<file path="config.mk">
export PLATFORM = sky130hd
export DESIGN_NAME = rx_bar_router
export DESIGN_NICKNAME = d
export VERILOG_FILES = /design/src/rtl/rxr_pkg.sv /design/src/rtl/rxr_bar_decode.sv /design/src/rtl/rxr_route_ctl.sv /design/src/rtl/rxr_npmask.sv /design/src/rtl/rx_bar_router.sv
export SDC_FILE = /design/constraint.sdc
export NUM_CORES = 1
export LEC_CHECK = 0
export CORE_AREA = 2 2 231 233
export CTS_CLUSTER_DIAMETER = 100
export CTS_CLUSTER_SIZE = 24
export DETAILED_ROUTE_END_ITERATION = 10
export DIE_AREA = 0 0 233 235
export MAX_ROUTING_LAYER = met4
export PLACE_DENSITY = 0.39
export SLEW_MARGIN = 0
export SYNTH_ARGS = -nofsm -noshare
export SYNTH_HDL_FRONTEND = slang
export SYNTH_SLANG_ARGS = --single-unit
</file>
<file path="constraint.sdc">
create_clock -name clk -period 3.9 [get_ports clk]
set_input_delay 0.39 -clock clk [delete_from_list [all_inputs] [get_ports clk]]
set_output_delay 0.39 -clock clk [all_outputs]
set_load 0.005 [all_outputs]
</file>
<file path="src/rtl/rxr_pkg.sv">
package rxr_pkg;

    localparam int unsigned DWORD_W  = 32;
    localparam int unsigned MAX_CH   = 8;
    localparam int unsigned CH_IDX_W = $clog2(MAX_CH);

    // header field positions inside the first dword
    localparam int unsigned FMT_LSB  = 29;
    localparam int unsigned TYPE_LSB = 24;

    typedef enum logic [1:0] {
        CLS_POSTED     = 2'd0,
        CLS_NONPOSTED  = 2'd1,
        CLS_COMPLETION = 2'd2
    } tlp_cls_e;

    typedef struct packed {
        logic                drop;
        logic                bad_bar;
        logic [CH_IDX_W-1:0] ch;
    } route_t;

    function automatic tlp_cls_e classify(input logic [DWORD_W-1:0] dw0);
        logic [2:0] fmt;
        logic [4:0] typ;
        fmt = dw0[FMT_LSB +: 3];
        typ = dw0[TYPE_LSB +: 5];
        if (typ[4:1] == 4'b0101)
            return CLS_COMPLETION;
        else if (typ[4:3] == 2'b10)
            return CLS_POSTED;
        else if (typ == 5'b00000 && fmt[1])
            return CLS_POSTED;
        else
            return CLS_NONPOSTED;
    endfunction

endpackage

</file>
<file path="src/rtl/rxr_bar_decode.sv">
module rxr_bar_decode
    import rxr_pkg::*;
#(
    parameter int unsigned NUM_CH = 6,
    parameter int unsigned NPAIR  = (NUM_CH + 1) / 2,
    parameter logic [NPAIR-1:0] WIDE_BARS = '0
) (
    input  logic [NUM_CH-1:0] bar,
    input  logic [1:0]        err,
    output route_t            rt
);

    logic [NUM_CH-1:0] dead_bit;

    // an odd BAR whose even partner is 64-bit can never be a target
    for (genvar gi = 0; gi < NUM_CH; gi++) begin : g_dead
        if ((gi % 2) == 1) begin : g_odd
            assign dead_bit[gi] = WIDE_BARS[gi/2];
        end else begin : g_even
            assign dead_bit[gi] = 1'b0;
        end
    end

    always_comb begin
        rt.ch = '0;
        for (int i = 0; i < NUM_CH; i++) begin
            if (bar[i]) rt.ch = CH_IDX_W'(i);
        end
        rt.bad_bar = ($countones(bar) != 1) || (|(bar & dead_bit));
        rt.drop    = rt.bad_bar || (|err);
    end

endmodule

</file>
<file path="src/rtl/rxr_route_ctl.sv">
module rxr_route_ctl
    import rxr_pkg::*;
#(
    parameter int unsigned NUM_CH = 6,
    parameter int unsigned CNT_W  = 8
) (
    input  logic              clk,
    input  logic              rst,
    input  logic              present,
    input  logic              in_sop,
    input  logic              in_eop,
    input  logic [1:0]        in_err,
    input  route_t            sop_rt,
    input  logic [NUM_CH-1:0] ch_rdy,
    output logic [NUM_CH-1:0] ch_vld,
    output logic              in_wait,
    output logic              pkt_open,
    output logic [CNT_W-1:0]  bad_cnt
);

    localparam logic [CNT_W-1:0] CNT_MAX = '1;

    logic                open_q;
    logic                drop_q;
    logic [CH_IDX_W-1:0] ch_q;
    logic [CNT_W-1:0]    cnt_q;
    route_t              eff;
    logic [NUM_CH-1:0]   tgt_oh;
    logic                accept;

    always_comb begin
        if (in_sop)
            eff = sop_rt;
        else if (open_q)
            eff = '{drop: drop_q, bad_bar: 1'b0, ch: ch_q};
        else
            eff = '{drop: 1'b1, bad_bar: 1'b0, ch: '0};
    end

    for (genvar gi = 0; gi < NUM_CH; gi++) begin : g_oh
        assign tgt_oh[gi] = (eff.ch == CH_IDX_W'(gi));
    end

    assign ch_vld   = (present && !eff.drop) ? tgt_oh : '0;
    assign in_wait  = present && !eff.drop && (|(tgt_oh & ~ch_rdy));
    assign accept   = present && !in_wait;
    assign pkt_open = open_q;
    assign bad_cnt  = cnt_q;

    always_ff @(posedge clk) begin
        if (rst) begin
            open_q <= 1'b0;
            drop_q <= 1'b1;
            ch_q   <= '0;
        end else if (accept) begin
            if (in_sop) begin
                open_q <= !in_eop;
                drop_q <= sop_rt.drop;
                ch_q   <= sop_rt.ch;
            end else if (in_eop) begin
                open_q <= 1'b0;
            end
        end
    end

    always_ff @(posedge clk) begin
        if (rst)
            cnt_q <= '0;
        else if (accept && in_sop && sop_rt.bad_bar && cnt_q != CNT_MAX)
            cnt_q <= cnt_q + 1'b1;
    end

    AST_VLD_ONEHOT: assert property (@(posedge clk) disable iff (rst)
        $onehot0(ch_vld));
    AST_ROUTE_HELD: assert property (@(posedge clk) disable iff (rst)
        (present && !in_sop && open_q && !drop_q) |-> (ch_vld == NUM_CH'(1 << ch_q)));
    AST_ERR_SILENT: assert property (@(posedge clk) disable iff (rst)
        (present && in_sop && (|in_err)) |-> (ch_vld == '0 && !in_wait));
    AST_BAD_BAR_SILENT: assert property (@(posedge clk) disable iff (rst)
        (present && in_sop && sop_rt.bad_bar) |-> (ch_vld == '0));
    AST_CNT_NEVER_FALLS: assert property (@(posedge clk) disable iff (rst)
        1'b1 |=> (cnt_q >= $past(cnt_q)));

endmodule

</file>
<file path="src/rtl/rxr_npmask.sv">
module rxr_npmask #(
    parameter int unsigned NUM_CH  = 6,
    parameter int unsigned FILL_W  = 6,
    parameter int unsigned NP_AF   = 24,
    parameter int unsigned NP_HYST = 8
) (
    input  logic                     clk,
    input  logic                     rst,
    input  logic                     pkt_open,
    input  logic [NUM_CH*FILL_W-1:0] fill,
    output logic                     np_mask
);

    localparam logic [FILL_W-1:0] LVL_HI = FILL_W'(NP_AF);
    localparam logic [FILL_W-1:0] LVL_LO = FILL_W'(NP_AF - NP_HYST);

    logic [NUM_CH-1:0] at_hi;
    logic [NUM_CH-1:0] under_lo;
    logic              mask_q;

    for (genvar gi = 0; gi < NUM_CH; gi++) begin : g_lvl
        assign at_hi[gi]    = fill[gi*FILL_W +: FILL_W] >= LVL_HI;
        assign under_lo[gi] = fill[gi*FILL_W +: FILL_W] <  LVL_LO;
    end

    always_ff @(posedge clk) begin
        if (rst)
            mask_q <= 1'b0;
        else if (!pkt_open) begin
            if (|at_hi)
                mask_q <= 1'b1;
            else if (&under_lo)
                mask_q <= 1'b0;
        end
    end

    assign np_mask = mask_q;

    AST_MASK_AT_BOUNDARY: assert property (@(posedge clk) disable iff (rst)
        pkt_open |=> $stable(np_mask));

endmodule

</file>
<file path="src/rtl/rx_bar_router.sv">
module rx_bar_router
    import rxr_pkg::*;
#(
    parameter int unsigned NUM_CH    = 6,
    parameter int unsigned BEAT_DW   = 8,
    parameter int unsigned FILL_W    = 6,
    parameter int unsigned NP_AF     = 24,
    parameter int unsigned NP_HYST   = 8,
    parameter int unsigned CNT_W     = 8,
    parameter logic [2:0]  WIDE_BARS = 3'b001
) (
    input  logic                        clk,
    input  logic                        rst,
    input  logic                        in_sop,
    input  logic                        in_eop,
    input  logic [BEAT_DW*DWORD_W-1:0]  in_data,
    input  logic [BEAT_DW-1:0]          in_dv,
    input  logic [NUM_CH-1:0]           in_bar,
    input  logic [1:0]                  in_err,
    output logic                        in_wait,
    output logic                        np_mask,
    input  logic [NUM_CH-1:0]           ch_rdy,
    input  logic [NUM_CH*FILL_W-1:0]    ch_np_fill,
    output logic [NUM_CH-1:0]           ch_vld,
    output logic                        out_sop,
    output logic                        out_eop,
    output logic [BEAT_DW*DWORD_W-1:0]  out_data,
    output logic [BEAT_DW-1:0]          out_dv,
    output logic                        out_np,
    output logic [CNT_W-1:0]            bad_bar_cnt
);

    localparam int unsigned NPAIR = (NUM_CH + 1) / 2;

    logic     present;
    logic     pkt_open;
    route_t   sop_rt;
    tlp_cls_e hdr_cls;

    assign present = |in_dv;
    assign hdr_cls = classify(in_data[DWORD_W-1:0]);

    rxr_bar_decode #(
        .NUM_CH    (NUM_CH),
        .NPAIR     (NPAIR),
        .WIDE_BARS (WIDE_BARS[NPAIR-1:0])
    ) u_dec (
        .bar (in_bar),
        .err (in_err),
        .rt  (sop_rt)
    );

    rxr_route_ctl #(
        .NUM_CH (NUM_CH),
        .CNT_W  (CNT_W)
    ) u_route (
        .clk      (clk),
        .rst      (rst),
        .present  (present),
        .in_sop   (in_sop),
        .in_eop   (in_eop),
        .in_err   (in_err),
        .sop_rt   (sop_rt),
        .ch_rdy   (ch_rdy),
        .ch_vld   (ch_vld),
        .in_wait  (in_wait),
        .pkt_open (pkt_open),
        .bad_cnt  (bad_bar_cnt)
    );

    rxr_npmask #(
        .NUM_CH  (NUM_CH),
        .FILL_W  (FILL_W),
        .NP_AF   (NP_AF),
        .NP_HYST (NP_HYST)
    ) u_npm (
        .clk      (clk),
        .rst      (rst),
        .pkt_open (pkt_open),
        .fill     (ch_np_fill),
        .np_mask  (np_mask)
    );

    assign out_sop  = in_sop;
    assign out_eop  = in_eop;
    assign out_data = in_data;
    assign out_dv   = in_dv;
    assign out_np   = present && in_sop && (hdr_cls == CLS_NONPOSTED);

    AST_NP_NEEDS_START: assert property (@(posedge clk) disable iff (rst)
        out_np |-> (in_sop && (|in_dv)));

endmodule

</file>
# == Word-level counts from Yosys, hierarchy flattened ==
# Cells that the tools add are included.
# W data, S select, Z words.
# totals
register_bits,14
# classes
addsub,6
order_cmp,12
n_eq_ne,10
muxes,15
n_bitwise,3
reduce_logical,26
# op_table
operator,n
$add A32 B32 Y32,2
$ge A6 B5 Y1 const B,6
$lt A6 B5 Y1 const B,6
$ne A32 B2 Y1 const B,1
$mux W3,4
$reduce_or A6 Y1,2
$mux W5,2
$logic_and A1 B1 Y1,9
$add A8 B1 Y8 const B,1
$ne A8 B8 Y1 const B,1
$reduce_or A8 Y1,1
$mux W1,7
$add A1 B1 Y2,3
$and A6 B6 Y6,1
$eq A3 B2 Y1 const B,2
$eq A3 B3 Y1 const B,2
$mux W6,1
$not A6 Y6,1
$reduce_and A2 Y1,3
$reduce_and A6 Y1,1
$logic_not A5 Y1,1
$eq A4 B3 Y1 const B,1
$reduce_bool A2 Y1,2
$eq A3 B1 Y1 const B,1
other kinds (8),11

# == Longest topological paths before layout ==
# logic_depth
word_depth,16
mapped_depth,12
depth_no_buf,12

# == Cells and area by module ==
# Synthesis repeated with hierarchy kept, for this count alone.
# unflattened
cells_unflattened,414
hier_area_um2,3241.9
# modules_own_cells
mod,instances,cells_each,area_per_inst_um2
rx_bar_router,1,274,2052.0
rxr_route_ctl,1,111,934.6
rxr_bar_decode,1,19,151.4
rxr_npmask,1,10,103.8

# == Least setup slack after synthesis ==
# No wires, ideal clock.
# synth_timing
kind,in2out
startpoint,in in_bar[5]
endpoint,out in_wait
t_arrival_ns,2.517
required_time_ns,3.510
slack_ns,0.993
path_stages,11
path_cell_list,inv_1 -> ha_1 -> inv_1 -> fa_1 -> inv_1 -> ha_1 -> nor4b_1 -> a22o_1 -> nand4b_4 -> a211oi_4 -> a21o_1
# synth_between
elab_chain_len,9
# synth_rtl
element,line_no,text
"start, declared",rx_bar_router.sv:18,"input logic [NUM_CH-1:0] in_bar,"
$add A1 B1 Y2 (not written as such),rxr_bar_decode.sv:29,rt.bad_bar = ($countones(bar) != 1) || (|(bar & dead_bit));
$add A32 B32 Y32 (not written as such),rxr_bar_decode.sv:29,
$ne A32 B2 Y1,rxr_bar_decode.sv:29,
$logic_or A1 B1 Y1,rxr_bar_decode.sv:29,
$logic_or A1 B1 Y1,rxr_bar_decode.sv:30,rt.drop = rt.bad_bar || (|err);
$mux W5 *,rxr_route_ctl.sv:32,if (in_sop)
$logic_not A1 Y1,rxr_route_ctl.sv:45,assign in_wait = present && !eff.drop && (|(tgt_oh & ~ch_rdy));
$logic_and A1 B1 Y1,rxr_route_ctl.sv:45,
$logic_and A1 B1 Y1 *,rxr_route_ctl.sv:45,
"end, declared",rx_bar_router.sv:20,"output logic in_wait,"
# Every way passes the cells marked *; elsewhere a longest branch is shown, timed or not.

# == Worst setup path in the final report ==
# layout_timing
startpoint,in in_bar[5]
endpoint,out ch_vld[5]
# layout_between
elab_chain_len,9
# layout_rtl
element,line_no,text
$add A1 B1 Y2 (not written as such),rxr_bar_decode.sv:29,
$add A32 B32 Y32 (not written as such),rxr_bar_decode.sv:29,
$ne A32 B2 Y1,rxr_bar_decode.sv:29,
$logic_or A1 B1 Y1,rxr_bar_decode.sv:29,
$logic_or A1 B1 Y1,rxr_bar_decode.sv:30,
$mux W5 *,rxr_route_ctl.sv:32,
$logic_not A1 Y1,rxr_route_ctl.sv:44,assign ch_vld = (present && !eff.drop) ? tgt_oh : '0;
$logic_and A1 B1 Y1,rxr_route_ctl.sv:44,
$mux W6 *,rxr_route_ctl.sv:44,
"end, declared",rx_bar_router.sv:24,"output logic [NUM_CH-1:0] ch_vld,"
# Marks and branches as above.

==> out/qor.txt <==
Clock slew at reported path FFs = 0.06 ns
Max VDD drop = 0.133 mV
Logic pwr share = 0.321
Total GRT Usage = 0.0415
Critical Path Most Common Cell = inv_1
Drt total wl = 11.7 mm
# rows = 84
Worst Hold Class = reg -> reg
Gpl congestion = 0.614
Drt first pass iters = 5
Initial antenna violation count = 0
H-tree Lvls = 1
CP startpoint kind = input port
Critical path launch point = in_bar[5]
Synth cell types = 44
Design area = 3070 µm²
Max clock buf depth = 2
Iteration-0 DRC count of the detailed router = 39
CP Max Fanout = 3
Max Clock Skew = 0.00147 ns
Die footprint = 54800 µm²
Core area = 52200 µm²
Crit path kind = in -> out
Final HPWL DP = 10.1 mm
Hold Buf Count CTS = 0
Worst skew pair latency = 0.27 ns
Number of port buffers = 82
Slew Limit Fails = 0
DR WL/cell = 12.7 µm
Number of max-cap violations = 0
Worst path arrival time = 3.37 ns
Cells after Synth = 402
CTS tree = built
Yosys warns = 0
Power Internal = 418 µW
Synth-to-Final Area Change = -3.01%
Setup ws final = 0.136 ns
RSZ-0062 raised after global routing = true
Tightest Pin Transition = 0.588 ns
Placed inst area = 2950 µm²
CP delay by family, top = buffers and inverters
Gr ovfl total = 0
NetSw = 167 µW
Vias per Instance = 1.96
Syn Std Cell Area = 3160 µm²
Fraction of the cycle the final worst path needs = 0.965
Drc violations = 0
Commonest non-fill, non-tap cell in the layout = clkdlybuf4s50_1
Clock root cell = clkbuf_16
Seq/Total Area, Yosys = 0.0886
Layout cells sized above 1 = 0.153
Clk pwr share = 0.409
Most frequent cells in the layout = clkdlybuf4s50_1, nor2_1, buf_4
Post-route ant nets = 0
CP Buf/Inv Count = 5
Fraction of registers with async set/reset = 0
Initial core utilization = 0.0606
Yosys reg bits = 14
Worst relative slew slack = 0.605
Fmax = 266 MHz
LEAKAGE = 0.00100 µW
Syn nets = 729
Via count = 1810
CP endpoint kind = output port
Worst path slowest cell = clkdlybuf4s50_1
CTS Buf Count = 3
Hold Fails Final Rpt = 0
Mean area per synthesized cell = 7.87 µm²
Die Height = 235 µm
Min-delay src = u_route.ch_q[1]$_SDFFE_PP0P_
Die Width = 233 µm
Hold WS = 0.461 ns
Sw Share = 0.286
Status = complete, no violations
Ys flop type = dfxtp_1
# clock sinks = 14
Post-synth EDFFs = 0
FF-to-FF Start = u_route.pkt_open$_SDFFE_PP0P_
Largest net degree at the start of global routing = 17
Setup violators final = 0
Vias in the first global route = 1951
Sequential share of power = 0.270
IO Pins = 601
Worst path cell trace = clkdlybuf4s50_1 -> inv_1 -> ha_1 -> inv_1 -> fa_1 -> inv_1 -> ha_1 -> nor4b_2 -> a22o_2 -> nand2_2 -> nor2_4 -> nand2_1 -> nor2_1 -> clkdlybuf4s50_1
Max stage delay on crit path = 0.51 ns
Period minus WS final = 3.76 ns
Final #Nets = 564
Setup_tns = 0 ns
Post-Place Setup Slack = -0.206 ns
WP data required = 3.51 ns
Pwr Density = 191 nW/µm²
First-pass GRT wire length = 14.7 mm
Post-layout util = 0.0588
[flip-flops by register name, summed over array words and instances, names as in the netlist]
name / count
u_route.ch_q: 3
u_route.bad_cnt: 8
u_route.pkt_open: 1
u_npm.np_mask: 1
u_route.drop_q: 1
[metal layers]
metal,wire [µm],track usage
met1,3690,0.0364
met5,0,-
met3,1640,0.0225
met4,1610,0.0542
met2,4770,0.0562
[tightest hold or removal path, delay by kind of cell (launching register included)]
kind / cells / cell delay, ns
DFF: 1 / 0.31
and+or+nand+nor: 1 / 0.05
muxes: 1 / 0.05
[logic make-up (layout without fill, tap and decap cells)]
group / count (synthesis) / in the layout / share of synthesized area
and+or+nand+nor: 64 / 64 / 0.115
other: 0 / 1 / 0
xor gates and xnor gates: 6 / 6 / 0.0166
muxes: 8 / 8 / 0.0312
adders and majority gates: 9 / 9 / 0.0403
buffers and inverters: 278 / 112 / 0.646
AOI/OAI and AO/OA: 23 / 23 / 0.0617
DFF: 14 / 14 / 0.0886
[path summary, 6_finish.rpt]
check / to / slack (ns) / cells after the start
max: ch_vld[5] / 0.14 / 14
min reg2reg: u_route.ch_q[1]$_SDFFE_PP0P_ / 0.46 / 2
max reg2reg: u_route.ch_q[2]$_SDFFE_PP0P_ / 1.58 / 6
min: u_route.ch_q[1]$_SDFFE_PP0P_ / 0.46 / 2
[power groups by stage]
stage / clock network [µW] / registers, µW / logic, µW
2_1_floorplan: 0 / 159 / 286
3_3_place_gp: 0 / 162 / 192
3_5_place_dp: 0 / 162 / 192
4_1_cts: 261 / 159 / 195
5_1_grt: 263 / 160 / 208
6_report: 239 / 158 / 188
[timing repair]
action                                  4_1_cts  5_1_grt
resized for setup                             4        5
setup buffers                                 1        0
pin swaps                                     2        1
endpoints found under the setup margin        7        5
gates cloned                                  0        0
[per-stage QoR]
step,power [µW],std cells
floorplan,445,402
finish,585,925
global placement,353,919
global route,631,924
detailed placement,354,919
CTS,615,924
[layout make-up]
class,count,area [µm²]
Sequential cell,14,280
Timing Repair Buffer,98,946
Antenna cell,1,2.50
Clock buffer,4,88.8
Tap cell,688,861
Fill cell,6141,49200
Inverter,10,37.5
Multi-Input combinational cell,110,853
[Yosys cell counts (3+ instances only)]
cell type	n	area, µm²
buf_4	267	2000
nor2_1	22	82.6
dfxtp_1	14	280
inv_1	10	37.5
a21oi_1	8	40.0
ha_1	7	87.6
nand2_1	7	26.3
nor4_1	6	37.5
mux2i_1	5	50.1
nand3_1	4	20.0
nor2b_1	4	25.0
nor3_1	4	20.0
or4_1	3	22.5
xnor2_1	3	26.3
xor2_1	3	26.3
Note: power is estimated with default switching activity, not from simulation.
